**src/rtl/smon_pkg.sv**
```systemverilog
package smon_pkg;
    localparam int unsigned DATA_W  = 10;
    localparam int unsigned NUM_SUP = 2;
    localparam int unsigned NUM_EXT = 17;
    localparam int unsigned NUM_CH  = 1 + NUM_SUP + NUM_EXT;
    localparam int unsigned CH_W    = $clog2(NUM_CH + 1);
    localparam int unsigned ADDR_W  = 7;
    localparam int unsigned NUM_LIM = 2 + 2 * NUM_SUP;

    localparam int unsigned TEMP_CH = 0;
    localparam int unsigned LIM_OT  = 0;
    localparam int unsigned LIM_RA  = 1;

    // region select: addr[ADDR_W-1:ADDR_W-2]
    localparam logic [1:0] RGN_LAST = 2'd0;
    localparam logic [1:0] RGN_MIN  = 2'd1;
    localparam logic [1:0] RGN_MAX  = 2'd2;
    localparam logic [1:0] RGN_CTRL = 2'd3;

    localparam logic [ADDR_W-1:0] ADDR_CLR_MM = 7'h70;
    localparam logic [ADDR_W-1:0] ADDR_CLR_SD = 7'h71;

    function automatic logic [DATA_W-1:0] lim_default(input int unsigned idx);
        if (idx == LIM_OT)       return DATA_W'(900);
        else if (idx == LIM_RA)  return DATA_W'(800);
        else if (idx[0] == 1'b0) return DATA_W'(700);
        else                     return DATA_W'(300);
    endfunction
endpackage

```
**src/rtl/smon_store.sv**
```systemverilog
module smon_store
    import smon_pkg::*;
#(
    parameter int unsigned N  = NUM_CH,
    parameter int unsigned W  = DATA_W,
    parameter int unsigned CW = CH_W
) (
    input  logic                clk_i,
    input  logic                rst_ni,
    input  logic                smp_valid_i,
    input  logic [CW-1:0]       smp_chan_i,
    input  logic [W-1:0]        smp_code_i,
    input  logic                clr_i,
    output logic [N-1:0][W-1:0] last_o,
    output logic [N-1:0][W-1:0] min_o,
    output logic [N-1:0][W-1:0] max_o
);
    typedef struct packed {
        logic [N-1:0][W-1:0] last;
        logic [N-1:0][W-1:0] lo;
        logic [N-1:0][W-1:0] hi;
    } store_t;

    store_t st_d, st_q;

    always_comb begin
        st_d = st_q;
        if (clr_i) begin
            for (int c = 0; c < N; c++) begin
                st_d.lo[c] = '1;
                st_d.hi[c] = '0;
            end
        end
        if (smp_valid_i) begin
            for (int c = 0; c < N; c++) begin
                if (smp_chan_i == CW'(c)) begin
                    st_d.last[c] = smp_code_i;
                    if (smp_code_i < st_d.lo[c]) st_d.lo[c] = smp_code_i;
                    if (smp_code_i > st_d.hi[c]) st_d.hi[c] = smp_code_i;
                end
            end
        end
    end

    always_ff @(posedge clk_i) begin
        if (!rst_ni) begin
            for (int c = 0; c < N; c++) begin
                st_q.last[c] <= '0;
                st_q.lo[c]   <= '1;
                st_q.hi[c]   <= '0;
            end
        end else begin
            st_q <= st_d;
        end
    end

    assign last_o = st_q.last;
    assign min_o  = st_q.lo;
    assign max_o  = st_q.hi;

    for (genvar c = 0; c < N; c++) begin : g_chk
        assert_latest_R2: assert property (@(posedge clk_i) disable iff (!rst_ni)
            (smp_valid_i && smp_chan_i == CW'(c)) |=> (st_q.last[c] == $past(smp_code_i)));
        assert_order_R3: assert property (@(posedge clk_i) disable iff (!rst_ni)
            (st_q.lo[c] <= st_q.hi[c]) || (st_q.lo[c] == '1 && st_q.hi[c] == '0));
        assert_clear_R4: assert property (@(posedge clk_i) disable iff (!rst_ni)
            (clr_i && !smp_valid_i) |=> (st_q.lo[c] == '1 && st_q.hi[c] == '0));
    end
endmodule

```
**src/rtl/smon_limits.sv**
```systemverilog
module smon_limits
    import smon_pkg::*;
#(
    parameter int unsigned W  = DATA_W,
    parameter int unsigned CW = CH_W,
    parameter int unsigned AW = ADDR_W,
    parameter int unsigned NS = NUM_SUP
) (
    input  logic                        clk_i,
    input  logic                        rst_ni,
    input  logic                        smp_valid_i,
    input  logic [CW-1:0]               smp_chan_i,
    input  logic [W-1:0]                smp_code_i,
    input  logic                        reg_wr_i,
    input  logic [AW-1:0]               reg_addr_i,
    input  logic [W-1:0]                reg_wdata_i,
    output logic [2+2*NS-1:0][W-1:0]    lim_o,
    output logic [NS-1:0]               sup_alm_o,
    output logic                        temp_alm_o,
    output logic                        sd_req_o
);
    localparam int unsigned NL = 2 + 2 * NS;

    typedef struct packed {
        logic [NL-1:0][W-1:0] lim;
        logic [NS-1:0]        sup;
        logic                 temp;
        logic                 sd;
    } lim_st_t;

    lim_st_t st_d, st_q;

    logic temp_smp;
    logic sd_clr;
    assign temp_smp = smp_valid_i && (smp_chan_i == CW'(TEMP_CH));
    assign sd_clr   = reg_wr_i && (reg_addr_i == ADDR_CLR_SD);

    always_comb begin
        st_d = st_q;
        // limit register writes
        if (reg_wr_i && reg_addr_i[AW-1:AW-2] == RGN_CTRL && !reg_addr_i[AW-3]) begin
            for (int l = 0; l < NL; l++) begin
                if (reg_addr_i[AW-4:0] == (AW-3)'(l)) st_d.lim[l] = reg_wdata_i;
            end
        end
        // supply windows, inclusive limits
        for (int s = 0; s < NS; s++) begin
            if (smp_valid_i && smp_chan_i == CW'(s + 1)) begin
                st_d.sup[s] = (smp_code_i > st_q.lim[2 + 2*s]) ||
                              (smp_code_i < st_q.lim[3 + 2*s]);
            end
        end
        // over-temperature with hysteresis and latched request
        if (sd_clr) st_d.sd = 1'b0;
        if (temp_smp) begin
            if (!st_q.temp && smp_code_i >= st_q.lim[LIM_OT]) begin
                st_d.temp = 1'b1;
                st_d.sd   = 1'b1;
            end else if (st_q.temp && smp_code_i < st_q.lim[LIM_RA]) begin
                st_d.temp = 1'b0;
            end
        end
    end

    always_ff @(posedge clk_i) begin
        if (!rst_ni) begin
            for (int l = 0; l < NL; l++) st_q.lim[l] <= lim_default(l);
            st_q.sup  <= '0;
            st_q.temp <= 1'b0;
            st_q.sd   <= 1'b0;
        end else begin
            st_q <= st_d;
        end
    end

    assign lim_o      = st_q.lim;
    assign sup_alm_o  = st_q.sup;
    assign temp_alm_o = st_q.temp;
    assign sd_req_o   = st_q.sd;

    for (genvar s = 0; s < NS; s++) begin : g_sup_chk
        assert_supply_fall_R5: assert property (@(posedge clk_i) disable iff (!rst_ni)
            $fell(st_q.sup[s]) |-> $past(smp_valid_i && smp_chan_i == CW'(s + 1)));
        assert_supply_quiet_R5: assert property (@(posedge clk_i) disable iff (!rst_ni)
            !(smp_valid_i && smp_chan_i == CW'(s + 1)) |=> $stable(st_q.sup[s]));
    end

    assert_temp_fall_R6: assert property (@(posedge clk_i) disable iff (!rst_ni)
        $fell(st_q.temp) |-> $past(temp_smp && smp_code_i < st_q.lim[LIM_RA]));
    assert_sd_rise_R7: assert property (@(posedge clk_i) disable iff (!rst_ni)
        $rose(st_q.sd) |-> $rose(st_q.temp));
    assert_sd_fall_R7: assert property (@(posedge clk_i) disable iff (!rst_ni)
        $fell(st_q.sd) |-> $past(sd_clr));
endmodule

```
**src/rtl/smon_readmux.sv**
```systemverilog
module smon_readmux
    import smon_pkg::*;
#(
    parameter int unsigned N  = NUM_CH,
    parameter int unsigned W  = DATA_W,
    parameter int unsigned AW = ADDR_W,
    parameter int unsigned NL = NUM_LIM
) (
    input  logic                 clk_i,
    input  logic                 rst_ni,
    input  logic [AW-1:0]        reg_addr_i,
    input  logic [N-1:0][W-1:0]  last_i,
    input  logic [N-1:0][W-1:0]  min_i,
    input  logic [N-1:0][W-1:0]  max_i,
    input  logic [NL-1:0][W-1:0] lim_i,
    output logic [W-1:0]         rdata_o
);
    localparam int unsigned IW = AW - 2;

    logic [W-1:0] rdata_d, rdata_q;
    logic [1:0]   rgn;
    logic [IW-1:0] idx;

    assign rgn = reg_addr_i[AW-1:AW-2];
    assign idx = reg_addr_i[IW-1:0];

    always_comb begin
        rdata_d = '0;
        for (int c = 0; c < N; c++) begin
            if (idx == IW'(c)) begin
                case (rgn)
                    RGN_LAST: rdata_d = last_i[c];
                    RGN_MIN:  rdata_d = min_i[c];
                    RGN_MAX:  rdata_d = max_i[c];
                    default:  ;
                endcase
            end
        end
        if (rgn == RGN_CTRL) begin
            for (int l = 0; l < NL; l++) begin
                if (idx == IW'(l)) rdata_d = lim_i[l];
            end
        end
    end

    always_ff @(posedge clk_i) begin
        if (!rst_ni) rdata_q <= '0;
        else         rdata_q <= rdata_d;
    end

    assign rdata_o = rdata_q;

    assert_unmapped_R8: assert property (@(posedge clk_i) disable iff (!rst_ni)
        (rgn == RGN_CTRL && idx >= IW'(NL)) |=> (rdata_q == '0));
endmodule

```
**src/rtl/smon_top.sv**
```systemverilog
module smon_top
    import smon_pkg::*;
(
    input  logic               clk_i,
    input  logic               rst_ni,
    input  logic               smp_valid_i,
    input  logic [CH_W-1:0]    smp_chan_i,
    input  logic [DATA_W-1:0]  smp_code_i,
    input  logic               reg_wr_i,
    input  logic [ADDR_W-1:0]  reg_addr_i,
    input  logic [DATA_W-1:0]  reg_wdata_i,
    output logic [DATA_W-1:0]  reg_rdata_o,
    output logic [NUM_SUP-1:0] alarm_supply_o,
    output logic               alarm_temp_o,
    output logic               shutdown_req_o
);
    logic [NUM_CH-1:0][DATA_W-1:0]  last_w, min_w, max_w;
    logic [NUM_LIM-1:0][DATA_W-1:0] lim_w;
    logic                           clr_mm;

    assign clr_mm = reg_wr_i && (reg_addr_i == ADDR_CLR_MM);

    smon_store #(.N(NUM_CH), .W(DATA_W), .CW(CH_W)) u_store (
        .clk_i       (clk_i),
        .rst_ni      (rst_ni),
        .smp_valid_i (smp_valid_i),
        .smp_chan_i  (smp_chan_i),
        .smp_code_i  (smp_code_i),
        .clr_i       (clr_mm),
        .last_o      (last_w),
        .min_o       (min_w),
        .max_o       (max_w)
    );

    smon_limits #(.W(DATA_W), .CW(CH_W), .AW(ADDR_W), .NS(NUM_SUP)) u_limits (
        .clk_i       (clk_i),
        .rst_ni      (rst_ni),
        .smp_valid_i (smp_valid_i),
        .smp_chan_i  (smp_chan_i),
        .smp_code_i  (smp_code_i),
        .reg_wr_i    (reg_wr_i),
        .reg_addr_i  (reg_addr_i),
        .reg_wdata_i (reg_wdata_i),
        .lim_o       (lim_w),
        .sup_alm_o   (alarm_supply_o),
        .temp_alm_o  (alarm_temp_o),
        .sd_req_o    (shutdown_req_o)
    );

    smon_readmux #(.N(NUM_CH), .W(DATA_W), .AW(ADDR_W), .NL(NUM_LIM)) u_rmux (
        .clk_i      (clk_i),
        .rst_ni     (rst_ni),
        .reg_addr_i (reg_addr_i),
        .last_i     (last_w),
        .min_i      (min_w),
        .max_i      (max_w),
        .lim_i      (lim_w),
        .rdata_o    (reg_rdata_o)
    );

    assert_reset_R1: assert property (@(posedge clk_i)
        $past(!rst_ni) |-> (!shutdown_req_o && !alarm_temp_o && alarm_supply_o == '0));
    assert_ignore_R2: assert property (@(posedge clk_i) disable iff (!rst_ni)
        (smp_valid_i && smp_chan_i >= CH_W'(NUM_CH) && !reg_wr_i) |=>
        ($stable(alarm_supply_o) && $stable(alarm_temp_o) && $stable(shutdown_req_o)));
endmodule

```
**config.mk**
```make
export PLATFORM = sky130hd
export DESIGN_NAME = smon_top
export DESIGN_NICKNAME = d
export VERILOG_FILES = /design/src/rtl/smon_pkg.sv /design/src/rtl/smon_store.sv /design/src/rtl/smon_limits.sv /design/src/rtl/smon_readmux.sv /design/src/rtl/smon_top.sv
export SDC_FILE = /design/constraint.sdc
export NUM_CORES = 2
export LEC_CHECK = 0
export BUFFER_PORTS_ARGS = -buffer_cell sky130_fd_sc_hd__buf_2
export CORE_MARGIN = 1
export CORE_UTILIZATION = 45
export CTS_BUF_LIST = sky130_fd_sc_hd__clkbuf_8 sky130_fd_sc_hd__clkbuf_16
export CTS_CLUSTER_DIAMETER = 30
export DETAILED_ROUTE_END_ITERATION = 8
export SLEW_MARGIN = 20
export SYNTH_ARGS = -nofsm -noshare
export SYNTH_HDL_FRONTEND = slang
export SYNTH_SLANG_ARGS = --single-unit
```
**constraint.sdc**
```tcl
create_clock -name clk_i -period 4.4 [get_ports clk_i]
set_input_delay 0.44 -clock clk_i [delete_from_list [all_inputs] [get_ports clk_i]]
set_output_delay 0.44 -clock clk_i [all_outputs]
set_load 0.005 [all_outputs]
```
Word level (Yosys, flattened, before mapping)
Cells that the tools add are included.
Cells by class
  multiplexer cells: 134
  $mul: 0
  shift-type cells: 0
  $add $sub $neg: 0
  reductions and logical operators: 45
  divide/modulo/power cells: 0
  eq/ne operators: 48
  $lt $le $gt $ge: 46
  bitwise operators: 0
Operators with widths (number)
  $mux W10: 107
  $mux W400: 2
  $pmux W10 S3: 20
  $lt A10 B10 Y1: 23
  $gt A10 B10 Y1: 22
  $eq A5 B4 Y1 const B: 16
  $reduce_and A2 Y1: 27
  $eq A5 B3 Y1 const B: 8
  $eq A5 B5 Y1 const B: 8
  $eq A5 B2 Y1 const B: 4
  $eq A7 B7 Y1 const B: 2
  $eq A5 B1 Y1 const B: 2
  $ge A10 B10 Y1: 1
  $logic_not A5 Y1: 2
  $logic_and A1 B1 Y1: 9
  $eq A4 B2 Y1 const B: 2
  $eq A4 B3 Y1 const B: 2
  $mux W1: 5
  $eq A2 B2 Y1 const B: 2
  $eq A4 B1 Y1 const B: 1
  $logic_not A4 Y1: 1
  $eq A2 B1 Y1 const B: 1
  $logic_not A1 Y1: 2
  $logic_not A2 Y1: 1
  other kinds (2): 3
Storage, ports and cells
  RAM bits: 0
  register bits: 674
  input bits: 36
  bits in latches: 0
  memories: 0
  memory bits (read-only): 0

Depth between registers and ports, before layout
  word-level depth: 48
  mapped depth: 20
  gate-level depth less buffers: 13

Modules after synthesis
A second synthesis with hierarchy kept.
Unflattened totals
  cell total of the unflattened synthesis: 5532
  area, all modules: 45521.2 µm²
Modules (own cells, without submodules)
  smon_store: times used 1, cells an instance 4054, area an instance 34576.9 µm², seq. area each 12011.5 µm²
  smon_readmux: times used 1, cells an instance 1042, area an instance 7090.6 µm², seq. area each 200.2 µm²
  smon_limits: times used 1, cells an instance 433, area an instance 3826.2 µm², seq. area each 1281.2 µm²
  smon_top: times used 1, cells an instance 3, area an instance 27.5 µm², seq. area each 0.0 µm²

Least setup slack after synthesis
OpenSTA, ideal clock, no wires.
  path type: input to register
  from: input reg_addr_i[6]
  to: register u_store.st_q, in the netlist u_store.max_o[120]
  setup time: 0.074 ns
  setup slack: 0.524 ns
  required time: 4.326 ns
  data arrival time: 3.802 ns
  stages: 20
  cell sequence: buf_6 -> and3_1 -> buf_4 -> buf_2 -> nand3_1 -> clkbuf_1 -> clkbuf_1 -> clkbuf_1 -> nand2_1 -> ha_1 -> nor2b_1 -> o21a_1 -> o21a_1 -> o21ai_0 -> nand2b_1 -> a21oi_1 -> o21ai_0 -> o311a_1 -> clkbuf_1 -> mux2i_1
On the way
  longest elaborated chain between the ends: 7
RTL lines
  start: declaration: RTL line smon_top.sv:10  | input logic [ADDR_W-1:0] reg_addr_i,
  $eq A7 B7 Y1 *: RTL line smon_top.sv:21  | assign clr_mm = reg_wr_i && (reg_addr_i == ADDR_CLR_MM);
  $logic_and A1 B1 Y1 *: RTL line smon_top.sv:21
  $mux W400 *: RTL line smon_store.sv:28  | if (clr_i) begin
  $gt A10 B10 Y1: RTL line smon_store.sv:39  | if (smp_code_i > st_d.hi[c]) st_d.hi[c] = smp_code_i;
  $mux W10: RTL line smon_store.sv:39
  $mux W10: RTL line smon_store.sv:36  | if (smp_chan_i == CW'(c)) begin
  $mux W400 *: RTL line smon_store.sv:34  | if (smp_valid_i) begin
  end signal: assignment: RTL line smon_store.sv:53  | st_q <= st_d;
  end: declaration: RTL line smon_store.sv:24  | store_t st_d, st_q;
Mark *: on every way between the ends. The rest lies on a longest branch, timed or not.
A chain may end at the register's enable or synchronous reset.

Worst setup path in the final report
  from: input reg_addr_i[5]
  to: register u_rmux.rdata_q[7], in the netlist u_rmux.rdata_o[7]
On the way
  longest elaborated chain between the ends: 48
  elaborated cells on any way between the ends: 51
  classes of those cells: eq/ne (3); mux (47); reduce/logical (1)
RTL lines
  $eq A2 B2 Y1, or another cell as far along: RTL line smon_readmux.sv:31  | case (rgn)
  $pmux W10 S3: RTL line smon_readmux.sv:31
  $mux W10: RTL line smon_readmux.sv:30  | if (idx == IW'(c)) begin
  $pmux W10 S3: RTL line smon_readmux.sv:31
  $mux W10: RTL line smon_readmux.sv:30
  $pmux W10 S3: RTL line smon_readmux.sv:31
  $mux W10: RTL line smon_readmux.sv:30
  $pmux W10 S3: RTL line smon_readmux.sv:31
  [... 27 more ...]
  $pmux W10 S3: RTL line smon_readmux.sv:31
  $mux W10: RTL line smon_readmux.sv:30
  $pmux W10 S3: RTL line smon_readmux.sv:31
  $mux W10: RTL line smon_readmux.sv:30
  $pmux W10 S3: RTL line smon_readmux.sv:31
  $mux W10: RTL line smon_readmux.sv:30
  $mux W10 (6 in a row): RTL line smon_readmux.sv:41  | if (idx == IW'(l)) rdata_d = lim_i[l];
  $mux W10 *: RTL line smon_readmux.sv:39  | if (rgn == RGN_CTRL) begin
  end signal: assignment: RTL line smon_readmux.sv:48  | else rdata_q <= rdata_d;
  end: declaration: RTL line smon_readmux.sv:20  | logic [W-1:0] rdata_d, rdata_q;
Marks and branches as above.

==> impl_metrics.ini <==
[outcome]
status = finished, final reports clean

[routing]
routed_wl_mm = 171
drc = 0
via_per_inst = 6.06
dr.pass1.iters = 9
dr_total_vias = 40600
antenna_left = 0
avgRoutedWirePerCell_um = 25.5
drtIter0Drc = 4929

[logic_synthesis]
synth_top_area_share_pct = 31.7
synth-edff-count = 0
synth_top_flop_cell = dfxtp_1
syn_inst = 5255
syn-num-nets = 5728
async_flop_share_pct = 0
synthTopCellsByArea = dfxtp_1, ha_1, mux2i_1
ys_warn_count = 0
synthDistinctLibCells = 81
ys_ff_latch = 674
synth_largest_area_cell = dfxtp_1
yosysSeqAreaShare_pct = 31.7
netlist_area_mm2 = 0.0425
avgSynthCellArea_um2 = 8.09

[die]
io-pin-count = 50
die_w_um = 309
core.rowCount = 112
core_region_area_mm2 = 0.0935
start_util_pct = 45.5
fp.dieH_um = 309
dieArea_mm2 = 0.0958

[min_path]
holdPathEnd = u_limits.lim_o[26]
min_from = reg_wdata_i[6]
hold_path_depth = 3
min_path_type = in -> reg

[cts]
numCtsBuffers = 173
cts_tree = yes
cts_root_buffer = clkbuf_16
clockBufferDepth = 3
cts_max_level = 4
clkTransAtPathRegs_ns = 0.05
clk_latency_ns = 0.77
cts.sinks = 674
cts.repair.resized = 0

[flow_run]
drv_cap = 0

[power_and_ir_drop]
leakagePower_uw = 0.0202
cellPowerDensity_mw_per_mm2 = 417
seqPwrFrac_pct = 29.4
vdd_drop_max_mv = 0.291
power_frac_clock_pct = 62.3
p_sw_share_pct = 25.8
switching_power_uw = 5460
pwr-share-comb_pct = 8.3
internal-power_uw = 15700
power_uw = 21200

[critical_path]
r2r_end = u_rmux.rdata_o[7]
reg2reg_slack_ns = 1.13
max_stage_delay_ns = 1.19
cp.required_ns = 5.02
path_cells = buf_4 -> buf_4 -> buf_4 -> nor2_1 -> a21oi_1 -> o22ai_1 -> nor2_1 -> o2111ai_1 -> a2111oi_0 -> buf_4 -> o22ai_1
critPathMaxFanout = 45
crit_path_top_delay_cell = a2111oi_0
reg2reg_from = u_store.max_o[177]
worstPathArrival_ns = 4.39
start_kind = primary input
r2r.worst_path.cells = 9
path_common_cell = buf_4
crit_type = in -> reg
cp-end-kind = flip-flop

[global_routing]
grt_antenna_before_repair = 7
grt_pass1_wl_mm = 251
gr-total-overflow = 0
grt_max_degree = 165
grt_usage_pct = 35.0
grt_pass1_vias = 38000

[cells_and_area]
layout-drive-gt1-share_pct = 12.5
fin_nets = 5772
fill_cells = 8617
multi_input_area_mm2 = 0.0271
area_growth_pct = 19.4
seqCellArea_mm2 = 0.0135

[sta]
setup_viol = 0
final.setup.tns_ns = 0
max_freq_mhz = 265
slew_viol_final = 0
final-hold-violation-count = 0
min_period_over_period_pct = 85.7
worstMarginPinSlew_ns = 1.42
rsz0062_at_grt = false
period_needed_ns = 3.77
slew_headroom_pct = 3.10
finClkSkew_ns = 0.0390

[place]
placement.io_buffers = 49
hpwlAfterDp_mm = 115
gp_congestion = 1.00
## synth_stat cells (all sizes together) (10+ instances only)
cell type    n
and2       139
mux2        58
mux2i      434
nor2b      113
a211oi      33
o221ai      11
nor2       623
nand2      811
a21boi     189
a22oi       24
a2111oi     13
clkbuf     265
ha         437
dfxtp      674
nor3        49
a221o       14
buf        131
nand2b      13
o2111ai     27
inv         75
o22ai       25
o21ai      302
a31oi       33
nand4       43
a21oi      280
o2bb2ai     10
o21a        43
a21o        59
nand3      141
a221oi      48
o211ai      46
## how the worst max path moves through the flow
| stage | start | end | slack (ns) | cells past startpoint |
|---|---|---|---|---|
| floorplan | reg_addr_i[6] | u_store.max_o[120] | 0.52 | 20 |
| global placement | reg_addr_i[6] | u_rmux.rdata_o[7] | 0.24 | 10 |
| detailed placement | reg_addr_i[6] | u_rmux.rdata_o[7] | 0.28 | 10 |
| CTS | reg_addr_i[6] | u_rmux.rdata_o[7] | 1.06 | 10 |
| global route | reg_addr_i[6] | u_rmux.rdata_o[7] | 0.77 | 10 |
| finish | reg_addr_i[5] | u_rmux.rdata_o[7] | 0.63 | 11 |
## worst max-delay path: cells and delay by family
| kind | cells | cell delay, ns |
|---|---|---|
| compound gates | 5 | 1.98 |
| buf+inv | 4 | 1.48 |
| simple gates | 2 | 0.44 |
## metrics by stage
step	util [%]	hold WS [ns]	area, µm²	std cells	setup slack, ns
4_1_cts	54.3	0.00257	50800	6697	1.06
5_1_grt	54.3	0.0162	50800	6697	0.773
6_report	54.3	0.0212	50800	6699	0.630
2_1_floorplan	-	0.440	42500	5255	0.524
3_3_place_gp	47.7	0.447	44600	6375	0.239
3_5_place_dp	47.7	0.455	44600	6375	0.283
## power by group through the flow
stage / registers (µW) / clock network [µW] / logic, µW
2_1_floorplan: 6310 / 0 / 942
3_3_place_gp: 6320 / 0 / 1670
3_5_place_dp: 6320 / 0 / 1690
4_1_cts: 6210 / 13200 / 1700
5_1_grt: 6210 / 13600 / 1840
6_report: 6210 / 13200 / 1760
## cell type report
class / instances / share of cell area [%]
Multi-Input combinational cell: 4110 / 53.4
Clock buffer: 208 / 9.56
Clock inverter: 111 / 2.57
Antenna cell: 2 / 0.00985
Inverter: 75 / 0.554
Timing Repair Buffer: 265 / 4.27
Tap cell: 1254 / 3.09
Sequential cell: 674 / 26.6
## layer usage
metal  wire, µm  global-route usage [%]  vias up  part of all wire, %
met4       7970                    16.0        8                  4.7
met1      72500                    46.8    19400                   42
met2      73700                    53.2     2023                   43
met5         48                       0        -                0.028
li1           -                       -    18700                    -
met3      16500                    8.31      471                  9.7
## state kept, by name, indices dropped and copies added, names as in the netlist
| signal | cells |
|---|---|
| u_store.last_o | 200 |
| u_store.max_o | 200 |
| u_store.min_o | 200 |
| u_limits.lim_o | 60 |
| u_rmux.rdata_o | 10 |
| u_limits.sup_alm_o | 2 |
| u_limits.sd_req_o | 1 |
| u_limits.temp_alm_o | 1 |
## cell usage in the layout, fill, tap and decap left out, types with 32 or more instances in the layout
master and instances:
o21a_1 43, nand4_1 43, inv_1 92, clkinv_2 35
o21ai_0 295, nand2_1 810, nor2b_1 102, a21o_1 59
nor2_1 620, ha_1 437, nand3_1 140, buf_4 203
clkbuf_16 177, mux2_2 58, and2_1 138, a21oi_1 280
a21boi_0 186, dfxtp_1 674, a221oi_1 47, buf_2 37
mux2i_1 434, a31oi_1 33, a211oi_1 32, o211ai_1 45
## kinds of logic (layout without fill, tap and decap cells)
kind of cell,count (synthesis),in the layout,share of synthesized area [%]
AND/OR/NAND/NOR,1964,1964,20.1
AO/OA/AOI/OAI,1217,1217,18.6
flip-flops,674,674,31.7
multiplexers,492,492,11.7
buffers and inverters,471,659,4.98
adder cells (fa/ha/maj),437,437,12.9
other,0,2,0
## timing repair
| action | in CTS | in global routing |
|---|---|---|
| hold endpoints to repair | 3 | 0 |
| buffers inserted | 0 | 0 |
| hold buffers | 3 | 0 |
(Power assumes the default switching activity.)
